--- config.mk ---
export PLATFORM = sky130hd
export DESIGN_NAME = i2c_scl_timer
export DESIGN_NICKNAME = d
export VERILOG_FILES = /design/src/rtl/i2c_tmr_pkg.sv /design/src/rtl/i2c_tmr_rate.sv /design/src/rtl/i2c_tmr_seq.sv /design/src/rtl/i2c_tmr_setup.sv /design/src/rtl/i2c_scl_timer.sv
export SDC_FILE = /design/constraint.sdc
export NUM_CORES = 1
export LEC_CHECK = 0
export BUFFER_PORTS_ARGS = -buffer_cell sky130_fd_sc_hd__buf_2
export CORE_MARGIN = 1
export CORE_UTILIZATION = 55
export CTS_CLUSTER_DIAMETER = 30
export DETAILED_ROUTE_END_ITERATION = 10
export PLACE_DENSITY = 0.77
export SYNTH_ARGS = -nofsm -noshare
export SYNTH_HDL_FRONTEND = slang
export SYNTH_HIERARCHICAL = 1
export SYNTH_SLANG_ARGS = --single-unit
--- constraint.sdc ---
create_clock -name clk -period 5.6 [get_ports clk]
set_input_delay 0.56 -clock clk [delete_from_list [all_inputs] [get_ports clk]]
set_output_delay 0.56 -clock clk [all_outputs]
set_load 0.1 [all_outputs]
--- src/rtl/i2c_tmr_pkg.sv ---
// Shared types and codes for the SCL phase timer.
package i2c_tmr_pkg;

    // Phase of the generated clock.
    typedef enum logic [1:0] {
        PH_IDLE = 2'd0,
        PH_LOW  = 2'd1,
        PH_HIGH = 2'd2
    } phase_t;

    // Speed selector codes.
    localparam logic [1:0] SPD_STD   = 2'd0;
    localparam logic [1:0] SPD_FAST  = 2'd1;
    localparam logic [1:0] SPD_FPLUS = 2'd2;
    localparam logic [1:0] SPD_HS    = 2'd3;

    // True when the speed code uses a two-interval low phase.
    function automatic logic is_long_low(input logic [1:0] spd);
        return (spd == SPD_FAST) || (spd == SPD_FPLUS);
    endfunction

endpackage

--- src/rtl/i2c_tmr_rate.sv ---
// Derives the baud interval and the low-phase length from the
// programmed count and speed code. Assumes inputs stable while running.
module i2c_tmr_rate #(
    parameter int BAUD_W    = 16,
    parameter int LONG_MULT = 2
) (
    input  logic [BAUD_W-1:0] baud,
    input  logic [1:0]        speed,
    output logic [BAUD_W-1:0] unit,
    output logic [BAUD_W:0]   low_len
);
    import i2c_tmr_pkg::*;

    localparam int CNT_W = BAUD_W + 1;

    // Clamp a zero count to one cycle.
    always_comb begin
        unit = (baud == '0) ? BAUD_W'(1) : baud;
    end

    // Pick the low-phase length for the selected mode.
    generate
        if (LONG_MULT == 2) begin : g_shift
            always_comb begin
                low_len = is_long_low(speed) ? {unit, 1'b0} : {1'b0, unit};
            end
        end else begin : g_mult
            always_comb begin
                low_len = is_long_low(speed) ? CNT_W'(unit * LONG_MULT) : CNT_W'(unit);
            end
        end
    endgenerate

endmodule

--- src/rtl/i2c_tmr_seq.sv ---
// Phase sequencer: walks idle -> low -> high -> low, counts each phase,
// pauses the high count while the bus is held low and records the stretch.
// Assumes scl_in is already synchronous to clk.
module i2c_tmr_seq #(
    parameter int BAUD_W = 16
) (
    input  logic                 clk,
    input  logic                 rst_n,
    input  logic                 en,
    input  logic                 scl_in,
    input  logic [BAUD_W-1:0]    unit,
    input  logic [BAUD_W:0]      low_len,
    output i2c_tmr_pkg::phase_t  ph,
    output logic [BAUD_W:0]      low_pos,
    output logic                 stretched,
    output logic                 rise_p,
    output logic                 fall_p
);
    import i2c_tmr_pkg::*;

    logic [BAUD_W-1:0] hi_cnt;
    logic              low_done;
    logic              high_done;

    // End-of-phase detection.
    always_comb begin
        low_done  = (low_pos == low_len - 1'b1);
        high_done = (hi_cnt == unit - 1'b1);
    end

    // Phase state, counters, stretch flag and edge ticks.
    always_ff @(posedge clk) begin
        if (!rst_n) begin
            ph        <= PH_IDLE;
            low_pos   <= '0;
            hi_cnt    <= '0;
            stretched <= 1'b0;
            rise_p    <= 1'b0;
            fall_p    <= 1'b0;
        end else begin
            rise_p <= 1'b0;
            fall_p <= 1'b0;
            if (!en) begin
                ph        <= PH_IDLE;
                low_pos   <= '0;
                hi_cnt    <= '0;
                stretched <= 1'b0;
            end else begin
                case (ph)
                    PH_IDLE: begin
                        ph        <= PH_LOW;
                        low_pos   <= '0;
                        stretched <= 1'b0;
                        fall_p    <= 1'b1;
                    end
                    PH_LOW: begin
                        if (low_done) begin
                            ph        <= PH_HIGH;
                            hi_cnt    <= '0;
                            stretched <= 1'b0;
                            rise_p    <= 1'b1;
                        end else begin
                            low_pos <= low_pos + 1'b1;
                        end
                    end
                    PH_HIGH: begin
                        if (!scl_in) begin
                            stretched <= 1'b1;
                        end else if (high_done) begin
                            ph      <= PH_LOW;
                            low_pos <= '0;
                            fall_p  <= 1'b1;
                        end else begin
                            hi_cnt <= hi_cnt + 1'b1;
                        end
                    end
                    default: ph <= PH_IDLE;
                endcase
            end
        end
    end

endmodule

--- src/rtl/i2c_tmr_setup.sv ---
// SDA change strobe: one pulse per low phase, delayed by the setup count
// when the previous high phase was stretched, clamped to the phase end.
module i2c_tmr_setup #(
    parameter int BAUD_W  = 16,
    parameter int SETUP_W = 8
) (
    input  i2c_tmr_pkg::phase_t ph,
    input  logic [BAUD_W:0]     low_pos,
    input  logic [BAUD_W:0]     low_len,
    input  logic                stretched,
    input  logic [SETUP_W-1:0]  setup_cyc,
    output logic                strobe
);
    import i2c_tmr_pkg::*;

    localparam int CNT_W = BAUD_W + 1;
    localparam int CMP_W = (SETUP_W > CNT_W) ? SETUP_W : CNT_W;

    logic [CMP_W-1:0] want;
    logic [CMP_W-1:0] last;
    logic [CMP_W-1:0] offset;

    // Choose and clamp the strobe position within the low phase.
    always_comb begin
        want   = stretched ? CMP_W'(setup_cyc) : '0;
        last   = CMP_W'(low_len) - 1'b1;
        offset = (want > last) ? last : want;
        strobe = (ph == PH_LOW) && (CMP_W'(low_pos) == offset);
    end

endmodule

--- src/rtl/i2c_scl_timer.sv ---
// Top of the SCL phase timer. Splits the baud word, resolves the rate,
// runs the phase sequencer and places the SDA strobe. The high-speed
// half of the baud word is accepted but unused.
module i2c_scl_timer #(
    parameter int BAUD_W  = 16,
    parameter int SETUP_W = 8
) (
    input  logic                clk,
    input  logic                rst_n,
    input  logic                en,
    input  logic [2*BAUD_W-1:0] baud_word,
    input  logic [1:0]          speed,
    input  logic [SETUP_W-1:0]  setup_cyc,
    input  logic                scl_in,
    output logic                scl_pull_low,
    output logic                scl_fall,
    output logic                scl_rise,
    output logic                sda_strobe
);
    import i2c_tmr_pkg::*;

    logic [BAUD_W-1:0] unit;
    logic [BAUD_W:0]   low_len;
    logic [BAUD_W:0]   low_pos;
    logic              stretched;
    phase_t            ph;
    logic              unused_hs_half;

    // Upper half is reserved for the unsupported high-speed count.
    assign unused_hs_half = ^baud_word[2*BAUD_W-1:BAUD_W];

    i2c_tmr_rate #(.BAUD_W(BAUD_W), .LONG_MULT(2)) u_rate (
        .baud    (baud_word[BAUD_W-1:0]),
        .speed   (speed),
        .unit    (unit),
        .low_len (low_len)
    );

    i2c_tmr_seq #(.BAUD_W(BAUD_W)) u_seq (
        .clk       (clk),
        .rst_n     (rst_n),
        .en        (en),
        .scl_in    (scl_in),
        .unit      (unit),
        .low_len   (low_len),
        .ph        (ph),
        .low_pos   (low_pos),
        .stretched (stretched),
        .rise_p    (scl_rise),
        .fall_p    (scl_fall)
    );

    i2c_tmr_setup #(.BAUD_W(BAUD_W), .SETUP_W(SETUP_W)) u_setup (
        .ph        (ph),
        .low_pos   (low_pos),
        .low_len   (low_len),
        .stretched (stretched),
        .setup_cyc (setup_cyc),
        .strobe    (sda_strobe)
    );

    // Pull the line low only in the low phase.
    always_comb begin
        scl_pull_low = (ph == PH_LOW);
    end

endmodule

==> flow_metrics.py, run 1 <==
metrics = {
    "cts": {
        "root_buffer": "clkbuf_8",
        "cts_tree": "done",
        "cts_setup_buffers": 0,
        "clk_latency_ps": 290,
        "clock_sink_count": 38,
        "hold_buffers": 0,
        "ctsResizeCount": 0,
        "h-tree-depth": 2,
        "cts_made_buffers": 5,
        "clock_tree.buffer_depth": 2,
        "clk_pin_slew_ps": 70,
    },
    "place": {
        "gp_congestion": 0.907,
        "portBuffers": 33,
        "pre_cts_slack_ps": 812,
        "hpwl_mm": 8.63,
    },
    "drt": {
        "first_pass_iters": 6,
        "routedWlPerCell_um": 16.8,
        "drc": 0,
        "dr.first_iter.drc_count": 306,
        "vias": 4394,
        "drt-total-wl_mm": 11.5,
        "antenna_left": 0,
        "viasPerCell": 6.41,
    },
    "timing": {
        "finalSetupTns_ps": 0,
        "hold_viol": 0,
        "fin_worst_skew_ps": 6.14,
        "finalCritPeriodShare_pct": 86.3,
        "slew_violations": 0,
        "setup_slack_ps": 769,
        "min_period_ps": 4830,
        "worst_pin_slew_ps": 778,
        "worst_slew_margin_rel_pct": 47.7,
        "max_freq_ghz": 0.207,
        "rsz0062_at_grt": "false",
        "finalSetupViolCount": 0,
    },
    "pwr": {
        "p_clk_share_pct": 27.5,
        "p_leak_uw": 0.00163,
        "p_switching_uw": 243,
        "ir_worst_vdd_mv": 0.116,
        "p_per_area_nw_per_um2": 152,
        "p_comb_share_pct": 33.9,
        "switching_share_pct": 34.5,
        "power_frac_seq_pct": 38.7,
        "p_int_uw": 462,
    },
    "global_route": {
        "grt_pass1_vias": 4013,
        "grt_max_degree": 20,
        "grt_pass1_wl_mm": 19.4,
        "overflow": 0,
        "grt.total_usage_pct": 28.5,
        "antenna_found_initial": 0,
    },
    "logic_synthesis": {
        "syn_nets": 627,
        "ys_async_sr_fraction_pct": 0,
        "post_synth.cell_area_avg_um2": 7.69,
        "synth_edf_count": 0,
        "synth_warnings": 6,
        "ys_seq_elements": 38,
        "synth_cell_type_count": 79,
        "synthCells": 568,
        "netlist_area_um2": 4370,
        "ys_seq_area_share_pct": 17.4,
        "ys.flop_type": "dfxtp_1",
    },
    "die": {
        "initial_utilization_pct": 56.8,
        "coreArea_um2": 7690,
        "die_y_um": 91.1,
        "ios": 50,
        "rows": 32,
        "die_w_um": 91.1,
        "dieArea_um2": 8300,
    },
    "worst_setup_path": {
        "r2r_start": "u_seq/low_pos[7]$_SDFFE_PN0P_",
        "endpoint_kind": "primary output",
        "cp-start-kind": "input pin",
        "path_max_fanout": 12,
        "worstPathArrival_ps": 4270,
        "critPathKind": "in -> out",
        "required_ps": 5040,
        "crit_start": "baud_word[14]",
        "rrSetupSlack_ps": 2090,
    },
    "flow_run": {
        "max_cap_viol_count": 0,
    },
    "status": {
        "status": "finished clean",
    },
    "final_layout": {
        "final_util_pct": 60.5,
        "layout_common_cells": "nor2_1, nand2_1, xnor2_1, dfxtp_1, buf_2",
        "drive_gt1_share_pct": 14.0,
        "n_antenna_cell": 0,
        "synthToLayoutAreaGrowth_pct": 6.41,
        "fillCellCount": 714,
        "mostFrequentLayoutCell": "nor2_1",
        "fin_nets": 642,
    },
    "hold_path": {
        "hold_path_class": "reg -> reg",
        "min-delay-start": "u_seq/hi_cnt[15]$_SDFFE_PN0P_",
    },
}
==> critical path, cell delays in order <==
cell,delay [ps]
buf_2,190
nor3_1,80
a41oi_1,330
nor2_1,80
buf_4,190
inv_1,90
ha_1,180
or3b_1,490
nor3_1,220
xnor2_1,200
ha_1,300
o211a_1,140
a211oi_1,270
a21oi_1,70
and4b_1,180
nand4_1,80
mux2_1,320
buf_2,290
==> sequential cells by signal (all words and copies together), names as in the netlist <==
name,count
u_seq/ph,2
u_seq/fall_p,1
u_seq/rise_p,1
u_seq/low_pos,17
u_seq/stretched,1
u_seq/hi_cnt,16
==> cell type report <==
type	instances	area, um2	area share [%]
clock buffer	7	86.3	1.86
clock inverter	1	5.00	0.108
inverter	21	78.8	1.70
multi-input combinational	477	3370	72.6
sequential	38	761	16.4
tap	102	128	2.74
timing repair buffer	40	218	4.68
==> power groups by stage <==
| stage | Combinational, uW | Sequential (uW) | Clock (uW) |
|---|---|---|---|
| after floorplan | 183 | 281 | 0 |
| after global placement | 227 | 279 | 0 |
| after detailed placement | 234 | 279 | 0 |
| after CTS | 235 | 273 | 199 |
| after global routing | 260 | 273 | 211 |
| final | 239 | 273 | 194 |
==> through the flow <==
stage                     hold WS (ps)  power, uW  instances  cell area, um2
after detailed placement           512        513        678            4560
after global placement             500        506        678            4560
after CTS                          524        707        686            4650
after global routing               544        744        686            4650
after floorplan                    463        464        568            4370
final                              524        705        686            4650
==> cell usage after synthesis, types with 13 or more instances <==
library cell	n	area (um2)
xor2_1	30	263
nor2_1	48	180
a21oi_1	19	95.1
inv_1	21	78.8
clkbuf_1	25	93.8
xnor2_1	39	342
ha_1	13	163
nand2_1	40	150
nand4_1	18	113
or3_1	13	81.3
nand3_1	17	85.1
nor4_1	19	119
o21ai_0	23	115
nor3_1	31	155
dfxtp_1	38	761
==> routing by layer <==
metal | wire length, um | share of wire [%] | track usage (%)
met1 | 5340 | 46 | 38.8
met2 | 5280 | 46 | 47.3
met3 | 680 | 5.9 | 3.52
met4 | 205 | 1.8 | 7.41
met5 | 0 | 0 | 0
==> path summary, 6_finish.rpt <==
kind / endpoint / cells past startpoint
worst max-delay path: sda_strobe / 18
worst min-delay path: u_seq/hi_cnt[15]$_SDFFE_PN0P_ / 2
worst max register to register: u_seq/low_pos[13]$_SDFFE_PN0P_ / 9
worst min register to register: u_seq/hi_cnt[15]$_SDFFE_PN0P_ / 2
==> cells by family (layout without fill, tap and decap cells) <==
group	after synthesis	after routing	share of synthesized area, %
and+or+nand+nor	264	264	35.6
AOI/OAI and AO/OA	107	107	16.6
xor gates and xnor gates	72	72	15.5
buffers and inverters	53	69	5.38
DFF	38	38	17.4
muxes	21	21	5.78
adders and majority gates	13	13	3.72
No activity file was read; power rests on OpenSTA's default activity.
==> inputs of run 2 (changes only) <==
==> constraint.sdc (replaced) <==
create_clock -name clk -period 5.6 [get_ports clk]
set_input_delay 0.28 -clock clk [delete_from_list [all_inputs] [get_ports clk]]
set_output_delay 0.28 -clock clk [all_outputs]
set_load 0.1 [all_outputs]
==> flow_metrics.py, run 2 (same netlist as run 1, synthesis figures left out) <==
metrics = {
    "timing": {
        "rsz0062_at_grt": "false",
        "setup_slack_ps": 1040,
        "slew_violations": 0,
        "finalCritPeriodShare_pct": 81.4,
        "max_freq_ghz": 0.219,
        "min_period_ps": 4560,
        "worst_pin_slew_ps": 774,
        "finalSetupTns_ps": 0,
        "hold_viol": 0,
        "finalSetupViolCount": 0,
        "worst_slew_margin_rel_pct": 48.0,
        "fin_worst_skew_ps": 10.8,
    },
    "worst_setup_path": {
        "path_max_fanout": 18,
        "endpoint_kind": "primary output",
        "worstPathBufferInverterCount": 2,
        "r2r_cells": 10,
        "critPathSlowestCell": "or4_1",
        "cp_top_family": "simple AND/OR/NAND/NOR gates",
        "critPathKind": "in -> out",
        "critical_path.max_stage_delay_ps": 700,
        "worstPathArrival_ps": 4280,
        "cp-start-kind": "input pin",
        "crit_path_frequent_cell": "buf_2",
        "required_ps": 5320,
        "path_cells": "buf_2 > xor2_4 > mux2_2 > or4_1 > nor4_2 > xnor2_1 > ha_1 > o211a_1 > a211oi_1 > a21oi_1 > and4b_1 > nand4_1 > mux2_1 > buf_2",
        "rrSetupSlack_ps": 2140,
        "path_depth": 14,
    },
    "die": {
        "coreArea_um2": 7690,
        "ios": 50,
        "initial_utilization_pct": 56.8,
        "rows": 32,
        "die_y_um": 91.1,
        "die_w_um": 91.1,
        "dieArea_um2": 8300,
    },
    "cts": {
        "cts_setup_buffers": 0,
        "clk_pin_slew_ps": 80,
        "hold_buffers": 0,
        "root_buffer": "clkbuf_8",
        "clock_sink_count": 38,
        "cts_made_buffers": 5,
        "h-tree-depth": 2,
        "clk_latency_ps": 300,
        "cts_tree": "done",
        "clock_tree.buffer_depth": 2,
        "ctsResizeCount": 0,
    },
    "final_layout": {
        "layout_common_cells": "nor2_1, nand2_1, xnor2_1, dfxtp_1, buf_2",
        "drive_gt1_share_pct": 13.9,
        "mostFrequentLayoutCell": "nor2_1",
        "n_antenna_cell": 0,
        "stdcell_count": 684,
        "largest_register": "u_seq/low_pos",
        "largest_register_ffs": 17,
        "final_util_pct": 60.3,
        "reg.largest.list": "u_seq/low_pos x17, u_seq/hi_cnt x16, u_seq/ph x2",
        "synthToLayoutAreaGrowth_pct": 6.16,
        "fin_nets": 640,
    },
    "drt": {
        "routedWlPerCell_um": 16.7,
        "viasPerCell": 6.47,
        "dr.first_iter.drc_count": 419,
        "drt-total-wl_mm": 11.4,
        "drc": 0,
        "antenna_left": 0,
        "vias": 4423,
        "first_pass_iters": 6,
    },
    "global_route": {
        "overflow": 0,
        "grt_max_degree": 20,
        "grt_pass1_vias": 4002,
        "grt.total_usage_pct": 27.6,
        "grt_pass1_wl_mm": 18.9,
        "antenna_found_initial": 0,
    },
    "place": {
        "portBuffers": 33,
        "dp_cells": 676,
        "hpwl_mm": 8.58,
        "pre_cts_slack_ps": 1030,
        "gp_congestion": 0.923,
    },
    "pwr": {
        "p_clk_share_pct": 28.0,
        "p_comb_share_pct": 33.6,
        "p_switching_uw": 249,
        "p_int_uw": 460,
        "p_leak_uw": 0.00162,
        "ir_worst_vdd_mv": 0.143,
        "p_per_area_nw_per_um2": 153,
        "switching_share_pct": 35.2,
        "power_frac_seq_pct": 38.5,
    },
    "hold_path": {
        "min_delay_path_depth": 4,
        "hold_path_class": "in -> reg",
    },
    "status": {
        "status": "finished clean",
    },
    "flow_run": {
        "max_cap_viol_count": 0,
    },
}
[run 2: cell types whose count changed in the layout (fill, tap and decap cells not counted), sizes merged]
cell      delta
buf          -2
clkinvlp     +1
clkbuf       -1
[run 2: through the flow]
| step | hold slack (ps) | power [uW] | instance area, um2 |
|---|---|---|---|
| after global placement | 498 | 504 | 4540 |
| after CTS | 322 | 713 | 4640 |
| final | 335 | 709 | 4640 |
| after floorplan | 463 | 464 | 4370 |
| after detailed placement | 511 | 511 | 4540 |
| after global routing | 340 | 748 | 4640 |
[run 2: worst min-delay path: stages]
cell,delay [ps]
buf_2,70
inv_1,100
nand2_1,90
a21oi_1,50
[run 2: cell type report]
class | count | area (um2)
multi-input cells | 477 | 3370
fillers | 694 | 3050
flip-flops and latches | 38 | 761
repair buffers | 38 | 203
well taps | 102 | 128
clock buffers | 6 | 82.6
inverters | 21 | 78.8
clock inverters | 2 | 12.5
[run 2: routing by layer]
layer	part of all wire, %	GRT usage [%]
met1	47	38.4
met2	46	45.3
met3	6.7	3.02
met4	1.1	7.54
met5	0	0
[run 2: final timing paths]
| path | endpoint | startpoint |
|---|---|---|
| worst max-delay path | sda_strobe | speed[1] |
| worst min-delay path | u_seq/stretched$_SDFFE_PN0P_ | scl_in |
| worst max register to register | u_seq/low_pos[8]$_SDFFE_PN0P_ | u_seq/hi_cnt[14]$_SDFFE_PN0P_ |
| worst min register to register | u_seq/hi_cnt[1]$_SDFFE_PN0P_ | u_seq/hi_cnt[1]$_SDFFE_PN0P_ |
[run 2: power groups by stage]
stage,sequential [uW],clock (uW),combinational [uW]
2_1_floorplan,281,0,183
5_1_grt,273,217,258
6_report,273,198,238
3_5_place_dp,279,0,232
4_1_cts,273,207,233
3_3_place_gp,279,0,225
==> inputs of run 3 (changes only) <==
- clock period: 5.6 -> 4.2 ns (I/O delays scaled with it)
==> flow_metrics.py, run 3 (same netlist as run 1, synthesis figures left out) <==
metrics = {
    "status": {
        "status": "finished clean",
    },
    "global_route": {
        "grt_pass1_wl_mm": 19.8,
        "antenna_found_initial": 0,
        "grt.total_usage_pct": 29.0,
        "grt_max_degree": 19,
        "grt_pass1_vias": 4130,
        "overflow": 0,
    },
    "pwr": {
        "p_per_area_nw_per_um2": 225,
        "p_leak_uw": 0.00174,
        "ir_worst_vdd_mv": 0.196,
    },
    "timing": {
        "finalCritPeriodShare_pct": 94.9,
        "finalSetupViolCount": 0,
        "min_period_ps": 3990,
        "max_freq_ghz": 0.251,
        "fin_worst_skew_ps": 10.7,
        "slew_violations": 0,
        "worst_slew_margin_rel_pct": 47.8,
        "fin_hold_ws_ps": 285,
        "hold_viol": 0,
        "rsz0062_at_grt": "true",
        "worst_pin_slew_ps": 776,
    },
    "place": {
        "placed_area_um2": 4680,
        "hpwl_mm": 8.85,
        "portBuffers": 33,
        "gp_congestion": 0.887,
    },
    "worst_setup_path": {
        "worstPathArrival_ps": 3780,
        "critical_path.max_stage_delay_ps": 370,
        "critPathKind": "in -> out",
        "r2r_cells": 11,
        "cp-start-kind": "input pin",
        "path_cells": "buf_2 > xor2_4 > buf_4 > nor2_1 > a21oi_1 > buf_4 > inv_1 > ha_1 > or3b_1 > nor3_1 > xnor2_1 > ha_1 > o211a_1 > a211oi_1 > a21oi_1 > and4b_1 > nand4_1 > mux2_1 > buf_2",
        "endpoint_kind": "primary output",
        "required_ps": 3990,
        "path_max_fanout": 11,
        "critPathSlowestCell": "or3b_1",
    },
    "drt": {
        "viasPerCell": 6.43,
        "vias": 4501,
        "drt-total-wl_mm": 11.9,
        "drc": 0,
        "routedWlPerCell_um": 17.0,
        "first_pass_iters": 5,
        "antenna_left": 0,
        "dr.first_iter.drc_count": 442,
    },
    "final_layout": {
        "n_antenna_cell": 0,
        "layout_common_cells": "nor2_1, nand2_1, xnor2_1, dfxtp_1, buf_2",
        "mostFrequentLayoutCell": "nor2_1",
        "largest_register_ffs": 17,
        "synthToLayoutAreaGrowth_pct": 10.5,
        "stdcell_area_um2": 4830,
        "largest_register": "u_seq/low_pos",
        "fin_nets": 656,
        "drive_gt1_share_pct": 16.4,
        "reg.largest.list": "u_seq/low_pos x17, u_seq/hi_cnt x16, u_seq/ph x2",
    },
    "cts": {
        "clock_sink_count": 38,
        "hold_buffers": 0,
        "cts_tree": "done",
        "cts_setup_buffers": 0,
        "clock_tree.buffer_depth": 2,
        "clk_pin_slew_ps": 80,
        "root_buffer": "clkbuf_8",
        "clk_latency_ps": 300,
        "ctsResizeCount": 0,
        "cts_made_buffers": 5,
        "h-tree-depth": 2,
    },
    "hold_path": {
        "hold_path_class": "in -> reg",
        "min_delay_path_depth": 4,
    },
    "flow_run": {
        "max_cap_viol_count": 0,
    },
    "die": {
        "initial_utilization_pct": 56.8,
        "die_w_um": 91.1,
        "die_y_um": 91.1,
        "coreArea_um2": 7690,
        "rows": 32,
        "dieArea_um2": 8300,
        "ios": 50,
    },
}
-- run 3: cell count changes in the layout (fill, tap and decap cells not counted) --
cell	change
clkinvlp_4	-1
nor2_1	-1
clkinv_2	-1
buf_4	+15
bufinv_16	+2
nor2_2	+1
buf_12	+1
nor3b_4	+1
nor3b_2	-1
-- run 3: worst paths after layout --
check | start | endpoint | slack [ps]
max | speed[1] | sda_strobe | 210
min | scl_in | u_seq/stretched$_SDFFE_PN0P_ | 280
max reg2reg | u_seq/hi_cnt[14]$_SDFFE_PN0P_ | u_seq/low_pos[6]$_SDFFE_PN0P_ | 810
min reg2reg | u_seq/low_pos[16]$_SDFFE_PN0P_ | u_seq/low_pos[16]$_SDFFE_PN0P_ | 520
-- run 3: final cells by class --
class                      count  area (um2)
clock buffer                   6        82.6
timing repair buffer          54         335
inverter                      21        78.8
multi-input combinational    477        3380
fill                         668        2860
tap                          102         128
sequential                    38         761
clock inverter                 2        60.1
-- run 3: power by group --
part / internal [uW] / switching [uW] / leakage [uW]
Sequential: 361 / 2.49 / 0.000306
Clock: 253 / 130 / 0.0000714
Combinational: 133 / 203 / 0.00136
Total: 748 / 336 / 0.00174
-- run 3: per-stage QoR --
stage,setup WS (ps),instances,total power [uW],utilization (%),setup TNS [ps]
3_3_place_gp,217,692,687,60.8,0
3_5_place_dp,115,692,698,60.8,0
4_1_cts,86.8,700,1080,62.7,0
6_report,214,700,1080,62.8,0
5_1_grt,-48.9,700,1130,62.8,-48.9
2_1_floorplan,252,568,618,-,0
-- run 3: worst max-delay path, delay by kind of cell --
family / cells / cell delay (ps)
and+or+nand+nor: 5 / 910
AOI/OAI and AO/OA: 4 / 540
buffers and inverters: 5 / 880
muxes: 1 / 320
xor gates and xnor gates: 2 / 420
adders and majority gates: 2 / 480
-- run 3: layer usage --
metal  up-vias  track usage (%)  routed length (um)
li1       2161                -                   -
met1      2126             40.1                5380
met2       179             46.7                5450
met3        35             3.77                 823
met4         0             9.26                 265
met5         -                0                   0
